## src/rtl/cam_pixel_capture.sv

```systemverilog
module cam_pixel_capture #(
  parameter int Y_W   = 8,
  parameter int C_W   = 8,
  parameter int CNT_W = 20
) (
  input  logic                 pclk,
  input  logic                 rst_n,
  input  logic                 vsync,
  input  logic                 href,
  input  logic [Y_W-1:0]       y_in,
  input  logic [C_W-1:0]       c_in,
  input  logic                 raw_mode,
  output logic [Y_W+C_W-1:0]   pix_data,
  output logic                 pix_valid,
  output logic                 frame_done,
  output logic [CNT_W-1:0]     frame_count
);
  localparam int PW = Y_W + C_W;

  logic             vs_d, hr_d, in_frame, mode_lat, skip_pend;
  logic [CNT_W-1:0] cnt;

  wire vs_rise  = vsync & ~vs_d;
  wire line_end = hr_d & ~href;
  wire take     = in_frame & href & ~vsync & ~(mode_lat & skip_pend);

  always_ff @(posedge pclk) begin
    if (!rst_n) begin
      vs_d        <= 1'b0;
      hr_d        <= 1'b0;
      in_frame    <= 1'b0;
      mode_lat    <= 1'b0;
      skip_pend   <= 1'b0;
      cnt         <= '0;
      pix_data    <= '0;
      pix_valid   <= 1'b0;
      frame_done  <= 1'b0;
      frame_count <= '0;
    end else begin
      vs_d       <= vsync;
      hr_d       <= href;
      pix_valid  <= take;
      frame_done <= vs_rise & in_frame;
      if (take) begin
        pix_data <= PW'({y_in, c_in});
        cnt      <= cnt + CNT_W'(1);
      end
      if (vs_rise) begin
        in_frame  <= 1'b1;
        mode_lat  <= raw_mode;
        skip_pend <= 1'b1;
        cnt       <= '0;
        if (in_frame) frame_count <= cnt;
      end else if (line_end) begin
        skip_pend <= 1'b0;
      end
    end
  end

  AST_VALID_GATED: assert property (@(posedge pclk) disable iff (!rst_n)
    pix_valid |-> ($past(href) && !$past(vsync)));
  AST_NO_EARLY_PIXEL: assert property (@(posedge pclk) disable iff (!rst_n)
    !in_frame |=> !pix_valid);
  AST_MODE_HELD: assert property (@(posedge pclk) disable iff (!rst_n)
    !(vsync && !vs_d) |=> $stable(mode_lat));
  AST_DONE_PULSE: assert property (@(posedge pclk) disable iff (!rst_n)
    frame_done |=> !frame_done);
  AST_DONE_NO_PIXEL: assert property (@(posedge pclk) disable iff (!rst_n)
    frame_done |-> ($past(vsync) && !pix_valid));
  AST_COUNT_HELD: assert property (@(posedge pclk) disable iff (!rst_n)
    !frame_done |-> $stable(frame_count));
endmodule

```

## config.mk

```make
export PLATFORM = sky130hd
export DESIGN_NAME = cam_pixel_capture
export DESIGN_NICKNAME = d
export VERILOG_FILES = /design/src/rtl/cam_pixel_capture.sv
export SDC_FILE = /design/constraint.sdc
export NUM_CORES = 1
export LEC_CHECK = 0
export ABC_CLOCK_PERIOD_IN_PS = 2200
export CORE_ASPECT_RATIO = 1.5
export CORE_UTILIZATION = 45
export CTS_CLUSTER_DIAMETER = 50
export DETAILED_ROUTE_END_ITERATION = 6
export PLACE_DENSITY = 0.73
export SLEW_MARGIN = 20
export SYNTH_ARGS = -nofsm -noshare
export SYNTH_HDL_FRONTEND = slang
export SYNTH_SLANG_ARGS = --single-unit
```

## constraint.sdc

```tcl
create_clock -name pclk -period 2.2 [get_ports pclk]
set_clock_uncertainty 0.1 [all_clocks]
set_input_delay 0.22 -clock pclk [delete_from_list [all_inputs] [get_ports pclk]]
set_output_delay 0.22 -clock pclk [all_outputs]
set_load 0.02 [all_outputs]
```

==> metrics.txt <==
status finished, final reports clean; largest net degree at the start of global routing 30; worst setup path start cnt[0]; Tcrit/Tclk final 92.1%; yosys warns 0; die area 0.00585 mm^2; HP Start y_in[2]; Worst Max-Slew Pin Slew 435 ps; Starting Density 47.6%; CP max FO 6; GRT Resource Usage Total 21.4%; Static Leak 1.11 nW; Slew headroom 71.0%; vias 2191; Fillers 455; synthesized flop and latch total 63; dpl cells 414; DRC 0; worst vdd ir 0.000372 V; crit-path max cell delay 520 ps; post-route core utilization 64.4%; top cells by area, synth dfxtp_1, nand2_1, a21boi_0; Worst EP arrival 2190 ps; fmax 493 MHz; CTS tree yes; Clk Latency, worst-skew pair 340 ps; Critical R2R Capture cnt[14]; # rows 32; Worst setup SP type flip-flop; WP data required 2370 ps; layout cell share with drive strength beyond 1 7.20%; slowest cell on the critical path or4_1; I/O pin count 59; synthesized area 0.00250 mm^2; Initial DRC Count 64; CTS Buf Count 9; cell family with most CP delay simple AND/OR/NAND/NOR gates; Clock Tree Buf Depth 2; clock sinks 63; final setup fails 0; cell taking the most area after synthesis dfxtp_1; first-pass GRT wire length 9.60 mm; most frequent cells in the layout nand2_1, dfxtp_1, clkdlybuf4s50_1; Worst Hold Margin 337 ps; Core ar. 0.00525 mm^2; vias per inst 5.11; R2R Setup Slk 170 ps; Layout area overhead 35.3%; antenna cells 0; Syn Inst Count 290; Pre-antenna DRT Iters 4; IO buf count 58; vias in the first global route 2137; gpl congestion 0.803; WL per Instance 13.0 um; Seq/Total Area, Yosys 50.5%; # nets final 379; Hold/Removal Path Class input port to flip-flop; Detailed Place HPWL 3.93 mm; reg2reg start cnt[0]; Post-Syn Nets 312; syn_area_per_cell 8.61 um^2; WS Path Type flip-flop to flip-flop; GRT overflow 0; RSZ-0062 raised after global routing false; pwr/cell area 635 mW/mm^2; Final ANT Viol Nets 0; Tmin final 2030 ps; Worst Reg-to-Reg Cells 5; CP Buf/Inv Count 0; post-CTS setup buffers 0; Root Buffer clkbuf_8; antenna violations before repair 0; final wirelength 5.57 mm; Worst path depth 5; critical-path cell list ha_1, nand4_1, or3_4, or4_1, a21oi_1; hold violation count in the final report 0; final cell count without fillers 429; Critical Path End cnt[14]; Max Cap Viol 0; Reg clk slew, reported paths 60 ps; post-synth top area share 50.5%; die width 62.8 um; Slew Limit Fails 0; htree depth 3; most common cell after layout, fill and taps aside nand2_1; die height 93.2 um; Final TNS setup 0 ps; count of cell types in the netlist 27; CP Capture Type flip-flop
[kinds of logic after synthesis]
group	synth area share (%)
AO/OA/AOI/OAI	17.8
XOR/XNOR	2.46
adder cells (fa/ha/maj)	0.501
buffers and inverters	2.76
flip-flops	50.5
AND/OR/NAND/NOR	25.9
[cell usage after synthesis (all sizes together)]
library cell and n:
nor2 8, buf 1, o31ai 9, or4 9
a21oi 13, inv 3, and2 5, xnor2 6
ha 1, or3 4, dfxtp 63, and4 3
and3b 1, o21ai 4, clkbuf 14, nor4 2
nand3 6, nand3b 1, nand4 7, o21a 1
and3 3, a21boi 38, nand2b 1, nand2 84
nor2b 1, nor3 1, xor2 1
[power breakdown]
group | switching [mW] | leakage [nW] | total, mW | internal, mW
Combinational | 0.0672 | 0.522 | 0.144 | 0.0769
Clock | 0.402 | 0.0805 | 0.835 | 0.433
Sequential | 0.00936 | 0.509 | 1.16 | 1.16
[worst reg2reg max path, cell delays in order, from the launching register on]
cell and delay, ps:
dfxtp_1 390, ha_1 230, nand4_1 170, or3_4 400, or4_1 520, a21oi_1 160
[worst min path at each step]
| stage | endpoint | slack [ps] | cells after the start |
|---|---|---|---|
| floorplan | hr_d | 240 | 1 |
| global placement | pix_data[7] | 350 | 2 |
| detailed placement | pix_data[10] | 360 | 2 |
| CTS | pix_data[10] | 320 | 3 |
| global route | pix_data[12] | 340 | 3 |
| finish | pix_data[10] | 340 | 3 |
[state kept, by name (all words and copies together) (netlist names)]
name / cells
frame_done: 1
skip_pend: 1
vs_d: 1
mode_lat: 1
in_frame: 1
cnt: 20
pix_valid: 1
frame_count: 20
pix_data: 16
hr_d: 1
[what timing repair did]
action	4_1_cts	5_1_grt
resized for setup	0	1
hold buffers	0	0
setup endpoints to repair	0	2
[layer usage]
metal | routed length (um) | GRT usage (%) | share of wire (%) | vias to the layer above
met5 | 0 | 0 | 0 | -
met3 | 225 | 5.24 | 4.0 | 10
met1 | 2320 | 23.1 | 42 | 1006
met2 | 2900 | 36.6 | 52 | 47
met4 | 120 | 14.3 | 2.2 | 0
li1 | - | - | - | 1128
[cell type report]
class                   count  area (um^2)  share of cell area (%)
clock buffers              14          153                    4.52
clock inverters             1         5.00                   0.148
inverters                   3         11.3                   0.333
multi-input cells         209         1170                    34.7
flip-flops and latches     63         1260                    37.3
well taps                  68         85.1                    2.52
repair buffers             71          691                    20.5
[through the flow]
stage / setup WS (ps) / total power [mW] / instance area, um^2
detailed placement: 38.1 / 1.34 / 3210
global placement: 101 / 1.33 / 3210
finish: 173 / 2.14 / 3380
floorplan: 290 / 1.25 / 2500
CTS: 126 / 2.17 / 3370
global route: 91.3 / 2.23 / 3380
(Power assumes the default switching activity.)
